==> src/rtl/hdr_filt_pkg.sv <==
package hdr_filt_pkg;
  localparam int BYTE_W  = 8;
  localparam int NUM_HDR = 4;
  localparam int POS_W   = $clog2(NUM_HDR);

  // Strobes from control to datapath
  typedef struct packed {
    logic             loadCfg;
    logic             clearRes;
    logic             captureByte;
    logic [POS_W-1:0] pos;
  } ctrlStrobe_t;

  typedef enum logic {ST_IDLE, ST_RECV} filtState_t;
endpackage

==> src/rtl/hdr_filt_ctrl.sv <==
module hdr_filt_ctrl
  import hdr_filt_pkg::*;
#(
  parameter int NHDR = NUM_HDR,
  localparam int PW = $clog2(NHDR),
  localparam int CW = $clog2(NHDR + 1)
) (
  input  logic          clk,
  input  logic          rstN,
  input  logic          startPulse,
  input  logic          abortPulse,
  input  logic          byteValid,
  input  logic [PW-1:0] cfgLen,
  input  logic          allPass,
  output ctrlStrobe_t   ctrl,
  output logic          acceptPulse,
  output logic          rejectPulse,
  output logic          busy
);
  filtState_t    stateQ;
  logic [CW-1:0] cntQ;
  logic [PW-1:0] lenQ;
  logic          doneQ;
  logic          takeByte;
  logic          lastByte;
  logic          startOk;

  assign startOk  = startPulse && !abortPulse;
  assign takeByte = (stateQ == ST_RECV) && byteValid && !abortPulse && !startPulse;
  assign lastByte = takeByte && (cntQ == CW'(lenQ));

  always_comb begin
    ctrl.loadCfg     = startOk;
    ctrl.clearRes    = startOk;
    ctrl.captureByte = takeByte;
    ctrl.pos         = PW'(NHDR - 1) - cntQ[PW-1:0];
  end

  always_ff @(posedge clk) begin
    if (!rstN) begin
      stateQ <= ST_IDLE;
      cntQ   <= '0;
      lenQ   <= '0;
      doneQ  <= 1'b0;
    end else begin
      doneQ <= 1'b0;
      if (abortPulse) begin
        stateQ <= ST_IDLE;
        cntQ   <= '0;
      end else if (startPulse) begin
        stateQ <= ST_RECV;
        cntQ   <= '0;
        lenQ   <= cfgLen;
      end else if (takeByte) begin
        cntQ <= cntQ + CW'(1);
        if (lastByte) begin
          stateQ <= ST_IDLE;
          doneQ  <= 1'b1;
        end
      end
    end
  end

  assign busy        = (stateQ == ST_RECV);
  assign acceptPulse = doneQ && allPass;
  assign rejectPulse = doneQ && !allPass;


  one_verdict_chk: assert property (@(posedge clk) disable iff (!rstN)
    !(acceptPulse && rejectPulse));

  single_strobe_chk: assert property (@(posedge clk) disable iff (!rstN)
    (acceptPulse || rejectPulse) |=> !(acceptPulse || rejectPulse));

  abort_quiet_chk: assert property (@(posedge clk) disable iff (!rstN)
    abortPulse |=> !(acceptPulse || rejectPulse || busy));

  start_arms_chk: assert property (@(posedge clk) disable iff (!rstN)
    (startPulse && !abortPulse) |=> busy);

  count_bound_chk: assert property (@(posedge clk) disable iff (!rstN)
    cntQ <= CW'(NHDR));

  idle_quiet_chk: assert property (@(posedge clk) disable iff (!rstN)
    (!busy && !startPulse) |=> !(acceptPulse || rejectPulse || busy));
endmodule

==> src/rtl/hdr_filt_dp.sv <==
module hdr_filt_dp
  import hdr_filt_pkg::*;
#(
  parameter int BW   = BYTE_W,
  parameter int NHDR = NUM_HDR,
  localparam int WW = BW * NHDR
) (
  input  logic            clk,
  input  logic            rstN,
  input  ctrlStrobe_t     ctrl,
  input  logic [BW-1:0]   byteData,
  input  logic [NHDR-1:0] cfgCheckEn,
  input  logic [NHDR-1:0] cfgBcastEn,
  input  logic [WW-1:0]   cfgExpect,
  input  logic [WW-1:0]   cfgBitMask,
  output logic            allPass
);
  logic [WW-1:0]   expQ;
  logic [WW-1:0]   maskQ;
  logic [NHDR-1:0] enQ;
  logic [NHDR-1:0] bcQ;
  logic [NHDR-1:0] passVec;
  logic [NHDR-1:0] posPass;

  always_ff @(posedge clk) begin
    if (!rstN) begin
      expQ  <= '0;
      maskQ <= '0;
      enQ   <= '0;
      bcQ   <= '0;
    end else if (ctrl.loadCfg) begin
      expQ  <= cfgExpect;
      maskQ <= cfgBitMask;
      enQ   <= cfgCheckEn;
      bcQ   <= cfgBcastEn;
    end
  end

  for (genvar i = 0; i < NHDR; i++) begin : g_pos
    logic [BW-1:0] expB;
    logic [BW-1:0] mskB;
    logic          hit;
    logic          bcHit;
    assign expB  = expQ[i*BW +: BW];
    assign mskB  = maskQ[i*BW +: BW];
    assign hit   = &((byteData ~^ expB) | ~mskB);
    assign bcHit = bcQ[i] && (&(byteData | ~mskB));
    assign posPass[i] = !enQ[i] || hit || bcHit;
  end

  always_ff @(posedge clk) begin
    if (!rstN) begin
      passVec <= '1;
    end else if (ctrl.clearRes) begin
      passVec <= '1;
    end else if (ctrl.captureByte) begin
      passVec[ctrl.pos] <= posPass[ctrl.pos];
    end
  end

  assign allPass = &passVec;


  hold_results_chk: assert property (@(posedge clk) disable iff (!rstN)
    (!ctrl.captureByte && !ctrl.clearRes) |=> $stable(passVec));

  disabled_pass_chk: assert property (@(posedge clk) disable iff (!rstN)
    (ctrl.captureByte && !enQ[ctrl.pos]) |=> passVec[$past(ctrl.pos)]);

  cfg_hold_chk: assert property (@(posedge clk) disable iff (!rstN)
    !ctrl.loadCfg |=> ($stable(expQ) && $stable(maskQ) && $stable(enQ) && $stable(bcQ)));
endmodule

==> src/rtl/hdr_addr_filter.sv <==
module hdr_addr_filter
  import hdr_filt_pkg::*;
#(
  parameter int BW   = BYTE_W,
  parameter int NHDR = NUM_HDR,
  localparam int PW = $clog2(NHDR),
  localparam int WW = BW * NHDR
) (
  input  logic            clk,
  input  logic            rstN,
  input  logic            startPulse,
  input  logic            abortPulse,
  input  logic            byteValid,
  input  logic [BW-1:0]   byteData,
  input  logic [PW-1:0]   cfgLen,
  input  logic [NHDR-1:0] cfgCheckEn,
  input  logic [NHDR-1:0] cfgBcastEn,
  input  logic [WW-1:0]   cfgExpect,
  input  logic [WW-1:0]   cfgBitMask,
  output logic            acceptPulse,
  output logic            rejectPulse,
  output logic            busy
);
  ctrlStrobe_t ctrl;
  logic        allPass;

  hdr_filt_ctrl #(.NHDR(NHDR)) u_ctrl (
    .clk(clk), .rstN(rstN), .startPulse(startPulse), .abortPulse(abortPulse),
    .byteValid(byteValid), .cfgLen(cfgLen), .allPass(allPass), .ctrl(ctrl),
    .acceptPulse(acceptPulse), .rejectPulse(rejectPulse), .busy(busy)
  );

  hdr_filt_dp #(.BW(BW), .NHDR(NHDR)) u_dp (
    .clk(clk), .rstN(rstN), .ctrl(ctrl), .byteData(byteData),
    .cfgCheckEn(cfgCheckEn), .cfgBcastEn(cfgBcastEn), .cfgExpect(cfgExpect),
    .cfgBitMask(cfgBitMask), .allPass(allPass)
  );
endmodule

==> config.mk <==
export PLATFORM = sky130hd
export DESIGN_NAME = hdr_addr_filter
export DESIGN_NICKNAME = d
export VERILOG_FILES = /design/src/rtl/hdr_filt_pkg.sv /design/src/rtl/hdr_filt_ctrl.sv /design/src/rtl/hdr_filt_dp.sv /design/src/rtl/hdr_addr_filter.sv
export SDC_FILE = /design/constraint.sdc
export NUM_CORES = 1
export LEC_CHECK = 0
export ABC_CLOCK_PERIOD_IN_PS = 1940
export CELL_PAD_IN_SITES_DETAIL_PLACEMENT = 1
export CELL_PAD_IN_SITES_GLOBAL_PLACEMENT = 1
export CORE_MARGIN = 2
export CORE_UTILIZATION = 46
export DETAILED_ROUTE_END_ITERATION = 10
export DONT_BUFFER_PORTS = 1
export PLACE_DENSITY = 0.89
export SYNTH_ARGS = -nofsm -noshare
export SYNTH_HDL_FRONTEND = slang
export SYNTH_SLANG_ARGS = --single-unit
==> constraint.sdc <==
create_clock -name clk -period 1.94 [get_ports clk]
set_input_delay 0.388 -clock clk [delete_from_list [all_inputs] [get_ports clk]]
set_output_delay 0.388 -clock clk [all_outputs]
set_load 0.01 [all_outputs]
==> results_dict.tcl <==
set metrics [dict create \
    ys_warn_count 0 \
    synth_top_family_by_area "compound AO/OA/AOI/OAI gates" \
    vias 3279 \
    rsz0062_at_grt "no" \
    fp-row-count 33 \
    drv_slew 0 \
    worstSetupEndpoint "u_dp.passVec[0]" \
    required_ns 2.19 \
    grt_overflow_total 0 \
    synth_seq_area_share_pct 41.89 \
    hold_buffers 0 \
    numCtsBuffers 9 \
    first_pass_iters 4 \
    num-nets-final 553 \
    critPathKind "flop to flop" \
    rr_endpoint "u_dp.passVec[0]" \
    drc 0 \
    synth_ff_type "dfxtp_1" \
    cts_tree "yes" \
    power_density_nw_per_um2 781.0 \
    cts_buffer_depth 2 \
    postSynthCellCount 479 \
    cts_resized 0 \
    grt_pass1_vias 3433 \
    num_io_pins 90 \
    r2r-start "u_dp.expQ[26]" \
    ys_ff_latch 83 \
    grt_max_degree 77 \
    tightest_slew_ns 0.5670 \
    fmax_ghz 0.6137 \
    slew_headroom_pct 62.20 \
    mostFrequentLayoutCells "nand2_1, dfxtp_1, a21boi_0" \
    endpoint_kind "flop" \
    diodes 0 \
    setup_viol 0 \
    avgViaCountPerCell 5.733 \
    die_h_um 96.86 \
    start_kind "flop" \
    synth_simple_gate_area_share_pct 19.91 \
    async_flop_share_pct 0 \
    area_growth_pct 5.016 \
    fin_crit_sh_pct 84.00 \
    rr_worst_depth 6 \
    synth_cell_types 35 \
    die_area_um2 9381 \
    syn_avg_cell_area_um2 8.280 \
    synthAdderAreaFrac_pct 1.262 \
    min_path_type "primary input to flop" \
    clock-root-buffer "clkbuf_8" \
    maxCapViolCount 0 \
    insertion_delay_ns 0.36 \
    gp_congestion 0.9538 \
    hold_ws_ns 0.1610 \
    grtUsageTotal_pct 24.12 \
    p_leak_nw 1.529 \
    start_util_pct 47.79 \
    startpoint "u_dp.expQ[26]" \
    finalSetupTns_ns 0 \
    fin_crit_ns 1.630 \
    crit_path_max_fanout 4 \
    cts_setup_buffers 0 \
    io_buffers 0 \
    path_clk_slew_ns 0.09 \
    cts_num_sinks 83 \
    detail_route.wl_per_cell_um 19.21 \
    synth-compound-area-share_pct 23.60 \
    core_area_um2 8299 \
    mostFrequentLayoutCell "nand2_1" \
    r2r_setup_slack_ns 0.31 \
    synth_edf_count 0 \
    ir_worst_vdd_v 0.0004272 \
    syn_area_um2 3966 \
    synth_xor_area_share_pct 7.950 \
    drt-initial-drc-count 217 \
    multi_input_area_um2 2111 \
    htreeDepth 3 \
    final_hold_viol_count 0 \
    syn-num-nets 570 \
    die_width_um 96.86 \
    fillers 1012 \
    crit_arrival_ns 1.88 \
    synthMuxAreaShare_pct 0.2524 \
    drt.antenna.violating_nets 0 \
    outcome "complete, no violations" \
    postRouteWirelength_um 10990 \
    fin_skew_ns 0.006034 \
    drive_gt1_share_pct 7.281 \
    dp_hpwl_um 8161 \
    grt_pass1_wl_um 17970 \
    antenna_found_initial 0 \
    regArea_um2 1662 \
]
through the flow:
| stage | std cells | setup WS [ns] | utilization, % | power, mW | cell area, um2 |
|---|---|---|---|---|---|
| finish | 572 | 0.3105 | 50.19 | 3.253 | 4165 |
| global route | 572 | 0.2235 | 50.19 | 3.389 | 4165 |
| CTS | 572 | 0.3040 | 50.19 | 3.285 | 4165 |
| detailed placement | 556 | 0.3349 | 48.06 | 2.159 | 3989 |
| global placement | 556 | 0.4129 | 48.06 | 2.139 | 3989 |
| floorplan | 479 | 0.3665 | - | 2.113 | 3966 |
critical path, cell delays in order, from the launching register on:
cell,delay [ns]
dfxtp_1,0.41
xor2_1,0.20
a22oi_1,0.10
nand4_1,0.14
o2111ai_2,0.17
a2111oi_2,0.45
a211oi_2,0.05
state kept, by name (all words and copies together), names as in the netlist:
name          cells
u_dp.expQ        32
u_dp.maskQ       32
u_ctrl.cntQ       3
u_dp.enQ          4
u_dp.passVec      4
u_ctrl.busy       1
u_ctrl.doneQ      1
u_dp.bcQ          4
u_ctrl.lenQ       2
cells by family after synthesis:
group | Yosys count
adders and majority gates | 4
and+or+nand+nor | 191
DFF | 83
muxes | 1
buffers and inverters | 45
AOI/OAI and AO/OA | 119
xor gates and xnor gates | 36
worst min path at each step:
| stage | from | end | slack (ns) | depth (start not counted) |
|---|---|---|---|---|
| 2_1_floorplan | u_dp.bcQ[0] | u_dp.bcQ[0] | 0.44 | 2 |
| 3_3_place_gp | u_dp.bcQ[3] | u_dp.bcQ[3] | 0.45 | 2 |
| 3_5_place_dp | u_dp.maskQ[6] | u_dp.maskQ[6] | 0.47 | 2 |
| 4_1_cts | cfgBcastEn[1] | u_dp.bcQ[1] | 0.15 | 2 |
| 5_1_grt | cfgBcastEn[1] | u_dp.bcQ[1] | 0.15 | 2 |
| 6_report | cfgBitMask[3] | u_dp.maskQ[3] | 0.16 | 2 |
power breakdown:
part	switching, mW	total, mW	internal (mW)
logic	0.156	0.281	0.125
clock network	0.659	1.13	0.471
registers	0.0681	1.84	1.77
cell usage after synthesis, types with 2 or more instances:
cell type	n	area share (%)
nor3_1	3	0.38
a22oi_1	18	3.4
nand2_1	151	14
buf_4	5	0.95
a21boi_0	75	14
inv_1	10	0.95
nor2_1	6	0.57
nand3_1	7	0.88
o2111ai_1	2	0.44
a2111oi_2	2	0.76
ha_1	4	1.3
nor2b_1	10	1.6
buf_2	5	0.63
xor2_1	33	7.3
a21oi_1	5	0.63
and3_1	3	0.47
o21ai_0	2	0.25
dfxtp_1	83	42
xnor2_1	3	0.66
nand4_1	7	1.1
nand2b_1	2	0.32
a222oi_1	4	1.0
a211oi_2	4	1.3
a211oi_1	4	0.76
buf_1	5	0.47
clkbuf_1	17	1.6
layer usage:
metal	wire [um]	vias to the layer above	GRT usage, %
li1	-	1572	-
met1	4792	1588	29.99
met2	5468	107	41.51
met3	557	12	6.069
met4	167	0	6.609
met5	0	-	0
final cells by class:
class,instances,area share (%)
inverters,12,1.141
clock buffers,9,2.974
multi-input cells,351,50.68
well taps,105,3.154
clock inverters,7,1.262
repair buffers,5,0.9012
flip-flops and latches,83,39.89
No activity file was read; power rests on OpenSTA's default activity.
